**config.mk**
```make
export PLATFORM = sky130hd
export DESIGN_NAME = hdlc_tx_retry
export DESIGN_NICKNAME = d
export VERILOG_FILES = /design/src/rtl/hdlc_tx_pkg.sv /design/src/rtl/hdlc_tx_fifo.sv /design/src/rtl/hdlc_tx_engine.sv /design/src/rtl/hdlc_tx_retry.sv
export SDC_FILE = /design/constraint.sdc
export NUM_CORES = 1
export LEC_CHECK = 0
export BUFFER_PORTS_ARGS = -buffer_cell sky130_fd_sc_hd__buf_2
export CORE_MARGIN = 1.5
export CORE_UTILIZATION = 64
export CTS_BUF_LIST = sky130_fd_sc_hd__clkbuf_4 sky130_fd_sc_hd__clkbuf_8
export DETAILED_ROUTE_END_ITERATION = 6
export PLACE_DENSITY = 0.81
export SYNTH_ARGS = -nofsm -noshare
export SYNTH_HDL_FRONTEND = slang
export SYNTH_SLANG_ARGS = --single-unit
```
**constraint.sdc**
```tcl
create_clock -name clk -period 5.7 [get_ports clk]
set_input_delay 0.855 -clock clk [delete_from_list [all_inputs] [get_ports clk]]
set_output_delay 0.855 -clock clk [all_outputs]
set_load 0.1 [all_outputs]
```
**src/rtl/hdlc_tx_pkg.sv**
```systemverilog
package hdlc_tx_pkg;

    localparam int unsigned BYTE_W     = 8;
    localparam int unsigned CRC_W      = 16;
    localparam int unsigned STUFF_RUN  = 5;
    localparam logic [BYTE_W-1:0] FLAG_BYTE  = 8'h7E;
    localparam logic [CRC_W-1:0]  CRC_PRESET = 16'hFFFF;
    localparam logic [CRC_W-1:0]  CRC_REFL   = 16'h8408;
    localparam int unsigned BCNT_W     = $clog2(BYTE_W);

    typedef enum logic [2:0] {
        S_IDLE,
        S_OPEN,
        S_DATA,
        S_HOLD,
        S_FCS,
        S_CLOSE,
        S_ABORT
    } tx_state_e;

    typedef struct packed {
        tx_state_e          st;
        logic [BYTE_W-1:0]  sh;
        logic [BCNT_W-1:0]  bcnt;
        logic [2:0]         ones;
        logic [CRC_W-1:0]   crc;
        logic               fcs_hi;
        logic               line;
    } tx_regs_t;

    typedef struct packed {
        logic armed;
        logic endr;
        logic transp;
        logic rdy;
        logic col;
    } tx_ctl_t;

    function automatic logic [CRC_W-1:0] crc_step(input logic [CRC_W-1:0] c, input logic b);
        logic fb;
        fb = c[0] ^ b;
        return (c >> 1) ^ (fb ? CRC_REFL : '0);
    endfunction

endpackage

```
**src/rtl/hdlc_tx_fifo.sv**
```systemverilog
module hdlc_tx_fifo
    import hdlc_tx_pkg::*;
#(
    parameter int unsigned DEPTH = 16
) (
    input  logic              clk,
    input  logic              rst,
    input  logic              flush,
    input  logic              push,
    input  logic [BYTE_W-1:0] din,
    input  logic              pop,
    output logic [BYTE_W-1:0] dout,
    output logic              empty
);
    localparam int unsigned AW = (DEPTH > 1) ? $clog2(DEPTH) : 1;
    localparam logic [AW:0] FULL_CNT = (AW+1)'(DEPTH);
    localparam logic [AW-1:0] LAST_IDX = AW'(DEPTH - 1);

    logic [BYTE_W-1:0] mem [DEPTH];
    logic [AW-1:0]     wptr, rptr;
    logic [AW:0]       count;
    logic              do_push, do_pop;

    assign empty   = (count == '0);
    assign do_push = push && (count != FULL_CNT);
    assign do_pop  = pop && !empty;
    assign dout    = mem[rptr];

    always_ff @(posedge clk) begin
        if (do_push && !flush && !rst) begin
            mem[wptr] <= din;
        end
    end

    always_ff @(posedge clk) begin
        if (rst || flush) begin
            wptr  <= '0;
            rptr  <= '0;
            count <= '0;
        end else begin
            if (do_push) begin
                wptr <= (wptr == LAST_IDX) ? '0 : wptr + 1'b1;
            end
            if (do_pop) begin
                rptr <= (rptr == LAST_IDX) ? '0 : rptr + 1'b1;
            end
            case ({do_push, do_pop})
                2'b10:   count <= count + 1'b1;
                2'b01:   count <= count - 1'b1;
                default: count <= count;
            endcase
        end
    end

endmodule

```
**src/rtl/hdlc_tx_engine.sv**
```systemverilog
module hdlc_tx_engine
    import hdlc_tx_pkg::*;
(
    input  logic              clk,
    input  logic              rst,
    input  logic              flush,
    input  logic              bit_en,
    input  logic              armed,
    input  logic              end_req,
    input  logic              transparent,
    input  logic              collision,
    input  logic              fifo_empty,
    input  logic [BYTE_W-1:0] fifo_data,
    output logic              fifo_pop,
    output logic              line_out,
    output logic              frame_done,
    output logic              abort_evt,
    output logic              eng_idle
);
    localparam logic [BCNT_W-1:0] LAST_BIT = BCNT_W'(BYTE_W - 1);
    localparam logic [2:0]        RUN_MAX  = 3'(STUFF_RUN);

    tx_regs_t r, n;

    logic             stuff_now, last_bit, want_byte;
    logic [CRC_W-1:0] crc_nx, crc_base;
    logic [2:0]       ones_cnt;

    always_comb begin
        stuff_now = !transparent && (r.ones == RUN_MAX)
                    && (r.st inside {S_DATA, S_FCS, S_CLOSE});
        last_bit  = (r.bcnt == LAST_BIT);
        crc_nx    = crc_step(r.crc, r.sh[0]);
        crc_base  = (r.st == S_DATA) ? crc_nx : r.crc;
        ones_cnt  = r.sh[0] ? (r.ones + 3'd1) : 3'd0;
    end

    always_comb begin
        n          = r;
        fifo_pop   = 1'b0;
        frame_done = 1'b0;
        abort_evt  = 1'b0;
        want_byte  = 1'b0;
        if (collision && (r.st != S_IDLE) && (r.st != S_ABORT)) begin
            n.st      = S_ABORT;
            n.line    = 1'b1;
            abort_evt = 1'b1;
        end else if (bit_en) begin
            unique case (r.st)
                S_IDLE: begin
                    n.line = 1'b1;
                    if (armed) begin
                        if (transparent) begin
                            want_byte = 1'b1;
                        end else begin
                            n.st   = S_OPEN;
                            n.sh   = FLAG_BYTE;
                            n.bcnt = '0;
                            n.ones = '0;
                            n.crc  = CRC_PRESET;
                        end
                    end
                end
                S_OPEN: begin
                    n.line    = r.sh[0];
                    n.sh      = r.sh >> 1;
                    n.bcnt    = r.bcnt + 1'b1;
                    want_byte = last_bit;
                end
                S_DATA, S_FCS: begin
                    if (stuff_now) begin
                        n.line = 1'b0;
                        n.ones = '0;
                    end else begin
                        n.line = r.sh[0];
                        n.sh   = r.sh >> 1;
                        n.bcnt = r.bcnt + 1'b1;
                        n.ones = transparent ? 3'd0 : ones_cnt;
                        if (r.st == S_DATA) begin
                            n.crc     = crc_nx;
                            want_byte = last_bit;
                        end else if (last_bit) begin
                            if (!r.fcs_hi) begin
                                n.sh     = ~r.crc[CRC_W-1:BYTE_W];
                                n.fcs_hi = 1'b1;
                            end else begin
                                n.st = S_CLOSE;
                                n.sh = FLAG_BYTE;
                            end
                        end
                    end
                end
                S_HOLD: begin
                    n.line    = 1'b1;
                    n.ones    = '0;
                    want_byte = 1'b1;
                end
                S_CLOSE: begin
                    if (stuff_now) begin
                        n.line = 1'b0;
                        n.ones = '0;
                    end else begin
                        n.line = r.sh[0];
                        n.sh   = r.sh >> 1;
                        n.bcnt = r.bcnt + 1'b1;
                        if (last_bit) begin
                            n.st       = S_IDLE;
                            frame_done = 1'b1;
                        end
                    end
                end
                S_ABORT: begin
                    n.line = 1'b1;
                end
                default: begin
                    n.st   = S_IDLE;
                    n.line = 1'b1;
                end
            endcase

            if (want_byte) begin
                n.bcnt = '0;
                if (!fifo_empty) begin
                    fifo_pop = 1'b1;
                    n.st     = S_DATA;
                    n.sh     = fifo_data;
                end else if (end_req) begin
                    if (transparent) begin
                        n.st       = S_IDLE;
                        frame_done = 1'b1;
                    end else begin
                        n.st     = S_FCS;
                        n.sh     = ~crc_base[BYTE_W-1:0];
                        n.crc    = crc_base;
                        n.fcs_hi = 1'b0;
                    end
                end else begin
                    n.st = S_HOLD;
                end
            end
        end
    end

    always_ff @(posedge clk) begin
        if (rst || flush) begin
            r <= '{st: S_IDLE, sh: '0, bcnt: '0, ones: '0,
                   crc: CRC_PRESET, fcs_hi: 1'b0, line: 1'b1};
        end else begin
            r <= n;
        end
    end

    assign line_out = r.line;
    assign eng_idle = (r.st == S_IDLE);

endmodule

```
**src/rtl/hdlc_tx_retry.sv**
```systemverilog
module hdlc_tx_retry
    import hdlc_tx_pkg::*;
#(
    parameter int unsigned FIFO_DEPTH = 16
) (
    input  logic              clk,
    input  logic              rst,
    input  logic              bit_en,
    input  logic              wr_en,
    input  logic [BYTE_W-1:0] wr_data,
    input  logic              cmd_send,
    input  logic              cmd_end,
    input  logic              cmd_reset,
    input  logic              mode_transparent,
    input  logic              collision,
    output logic              line_out,
    output logic              irq_ready,
    output logic              irq_collision
);
    tx_ctl_t           c;
    logic              fifo_pop, fifo_empty;
    logic [BYTE_W-1:0] fifo_data;
    logic              frame_done, abort_evt, eng_idle;
    logic              send_ok;

    assign send_ok = cmd_send && eng_idle && !c.armed;

    hdlc_tx_fifo #(.DEPTH(FIFO_DEPTH)) u_fifo (
        .clk   (clk),
        .rst   (rst),
        .flush (cmd_reset),
        .push  (wr_en),
        .din   (wr_data),
        .pop   (fifo_pop),
        .dout  (fifo_data),
        .empty (fifo_empty)
    );

    hdlc_tx_engine u_eng (
        .clk         (clk),
        .rst         (rst),
        .flush       (cmd_reset),
        .bit_en      (bit_en),
        .armed       (c.armed),
        .end_req     (c.endr),
        .transparent (c.transp),
        .collision   (collision),
        .fifo_empty  (fifo_empty),
        .fifo_data   (fifo_data),
        .fifo_pop    (fifo_pop),
        .line_out    (line_out),
        .frame_done  (frame_done),
        .abort_evt   (abort_evt),
        .eng_idle    (eng_idle)
    );

    always_ff @(posedge clk) begin
        if (rst || cmd_reset) begin
            c <= '{armed: 1'b0, endr: 1'b0, transp: 1'b0, rdy: 1'b1, col: 1'b0};
        end else begin
            if (frame_done) begin
                c.armed <= 1'b0;
                c.endr  <= 1'b0;
                c.rdy   <= 1'b1;
            end
            if (abort_evt) begin
                c.armed <= 1'b0;
                c.endr  <= 1'b0;
                c.col   <= 1'b1;
            end
            if (send_ok) begin
                c.armed  <= 1'b1;
                c.transp <= mode_transparent;
                c.rdy    <= 1'b0;
                c.endr   <= cmd_end;
            end else if (cmd_end && c.armed) begin
                c.endr <= 1'b1;
            end
        end
    end

    assign irq_ready     = c.rdy;
    assign irq_collision = c.col;

endmodule

```
==> impl_metrics.py <==
metrics = {
    "sta": {
        "hold_viol_final": 0,
        "fin_crit_sh_pct": 73.4,
        "setup_viol": 0,
        "min_period_ns": 4.18,
        "fin_ws_ns": 1.52,
        "tightest_slew_ns": 0.970,
        "max_freq_mhz": 239,
        "finalClockSkew_ns": 0.0122,
        "maxSlewHeadroom_pct": 34.9,
        "finalMaxSlewViolations": 0,
        "rsz0062_at_grt": "no",
        "finalSetupTns_ns": 0,
    },
    "grt": {
        "antenna_found_initial": 0,
        "grt_pass1_wl_mm": 25.3,
        "first_global_vias": 4907,
        "grt_max_degree": 33,
        "grtUsageTotal_pct": 25.5,
        "grt-ovfl-total": 0,
    },
    "cts": {
        "clk_path_buf_depth": 2,
        "htreeDepth": 4,
        "cts_tree": "yes",
        "post_cts_buffers": 0,
        "cts_buffers": 17,
        "cts.clk_slew.worst_paths_ns": 0.09,
        "cts_resized": 0,
        "ctsHoldBuffers": 0,
        "cts_sinks": 185,
        "root_buffer": "clkbuf_8",
        "clock_latency_ns": 0.46,
    },
    "synth": {
        "synth_area_mm2": 0.00814,
        "synth-seq-area-share_pct": 61.2,
        "syn_area_per_cell_um2": 13.5,
        "netlist-cell-type-count": 65,
        "ys.flop_type": "edfxtp_1",
        "async_flop_share_pct": 0,
        "yosysWarnings": 0,
        "synth_top_area_share_pct": 47.2,
        "synth_cells": 604,
        "synth_edf_count": 128,
        "synthTopCellsByArea": "edfxtp_1, dfxtp_1, mux4_2",
        "synth_fp_nets": 634,
        "ys_ff_latch": 185,
        "yosysTopAreaCell": "edfxtp_1",
    },
    "final_layout": {
        "drive_gt1_share_pct": 17.6,
        "finalInstanceArea_mm2": 0.00875,
        "diodes": 0,
        "finish.utilization_pct": 69.9,
        "layout.nets": 646,
        "area_delta_synth_final_pct": 7.45,
    },
    "routing": {
        "vias": 5046,
        "drt_wl_total_mm": 16.0,
        "drtIter0Drc": 408,
        "viasPerCell": 6.30,
        "drtAntennaViolNets": 0,
        "wl_per_cell_um": 19.9,
        "drtPass1Iterations": 5,
        "drcViolationCount": 0,
    },
    "pwr": {
        "ir_drop_uv": 281,
        "power_leakage_nw": 2.84,
        "p_total_mw": 2.37,
        "powerDensity_mw_per_mm2": 271,
    },
    "place": {
        "hpwl_mm": 11.0,
        "placed_area_mm2": 0.00837,
        "dp_slack_ns": 1.61,
        "io_buffers": 19,
        "place_congestion": 0.862,
    },
    "setup_path": {
        "r2r_end": "u_fifo.count[4]",
        "reg2reg_depth": 14,
        "rrSetupSlack_ns": 1.52,
        "cp.required_ns": 6.10,
        "cp_max_fo": 22,
        "cp-start-kind": "flip-flop",
        "reg2reg_from": "u_eng.r[34]",
        "worstSetupPathType": "reg -> reg",
        "cp.arrival_ns": 4.58,
        "worstSetupEndpointType": "flip-flop",
    },
    "run": {
        "drv_cap": 0,
    },
    "die": {
        "die_w_um": 116,
        "initial_core_util_pct": 65.1,
        "fp-row-count": 41,
        "die_area_mm2": 0.0134,
        "die_h_um": 116,
        "coreArea_mm2": 0.0125,
        "ios": 20,
    },
    "outcome": {
        "status": "finished, final reports clean",
    },
    "worst_hold_path": {
        "worstHoldStart": "irq_collision",
        "hold_path_depth": 2,
        "hold-path-endpoint": "irq_collision",
        "worstHoldPathType": "reg -> reg",
    },
}
Yosys cell counts (13+ instances only):
cell type	instances
a21oi_1	26
mux2i_1	15
edfxtp_1	128
nor2_1	44
nand2_1	52
o21ai_0	28
nor2b_1	14
dfxtp_1	57
o22a_1	20
ha_1	13
mux4_2	33
clkbuf_1	20
power breakdown:
| part | switching, mW | total, mW | internal, mW | leakage (nW) |
|---|---|---|---|---|
| Clock | 0.475 | 0.843 | 0.368 | 0.193 |
| Combinational | 0.0518 | 0.0808 | 0.0290 | 1.04 |
| Sequential | 0.00668 | 1.44 | 1.44 | 1.61 |
worst max-delay path by stage:
stage | depth (start not counted) | slack, ns | start | end
detailed placement | 14 | 1.61 | u_eng.r[34] | u_fifo.count[4]
CTS | 14 | 1.58 | u_eng.r[34] | u_fifo.count[4]
global route | 14 | 1.27 | u_eng.r[34] | u_fifo.count[4]
finish | 14 | 1.52 | u_eng.r[34] | u_fifo.count[4]
floorplan | 14 | 2.34 | collision | u_fifo.count[4]
global placement | 14 | 1.81 | u_eng.r[34] | u_fifo.count[4]
kinds of logic (layout without fill, tap and decap cells):
family	after synthesis	in the layout	synth area share, %
buffers and inverters	42	67	2.26
AND/OR/NAND/NOR	166	166	10.3
multiplexers	49	49	11.1
AO/OA/AOI/OAI	138	138	11.9
XOR/XNOR	11	11	1.28
flip-flops	185	185	61.2
adder cells (fa/ha/maj)	13	13	2.00
cells in the final DEF (no fill, tap or decap), drive strengths merged, types with 7 or more instances in the layout:
master,count
buf,28
o21ai,32
nand2,52
nand2b,8
ha,13
dfxtp,57
mux2i,15
o22a,20
clkbuf,19
inv,13
nor2,44
nand3,12
o22ai,7
mux4,33
xor2,8
nor2b,14
a21oi,27
edfxtp,128
registers in the layout (all words and copies together) (netlist names), named ones only:
signal,cells
irq_ready,1
u_fifo.mem,128
u_eng.line_out,1
u_fifo.count,5
u_fifo.rptr,4
u_fifo.wptr,4
irq_collision,1
u_eng.r,34
c,3
layout make-up:
cell class                 count  area (um2)
tap                          172         215
multi-input combinational    377        2980
inverter                       7        26.3
timing repair buffer          28         163
fill                         840        3770
clock inverter                13         136
sequential                   185        4990
clock buffer                  19         249
critical path, stage by stage, from the launching register on:
cell and delay (ns):
dfxtp_1 0.77, xor2_2 0.20, o21ai_1 0.41, and2_2 0.50, nand2_1 0.20, inv_1 0.15, ha_1 0.36, xor2_1 0.20
ha_1 0.22, a21boi_0 0.24, o22a_1 0.19, a21oi_1 0.08, xor2_1 0.15, or3_1 0.31, a21oi_1 0.14
layer usage:
layer / share of wire, % / GRT usage (%)
met1: 42 / 32.5
met2: 51 / 43.7
met3: 4.5 / 5.44
met4: 2.1 / 9.19
met5: 0 / 0
metrics by stage:
stage               hold slack [ns]  instances
finish                        0.457        801
floorplan                     0.449        604
CTS                           0.466        801
global route                  0.488        801
global placement              0.446        769
detailed placement            0.451        769
No activity file was read; power rests on OpenSTA's default activity.
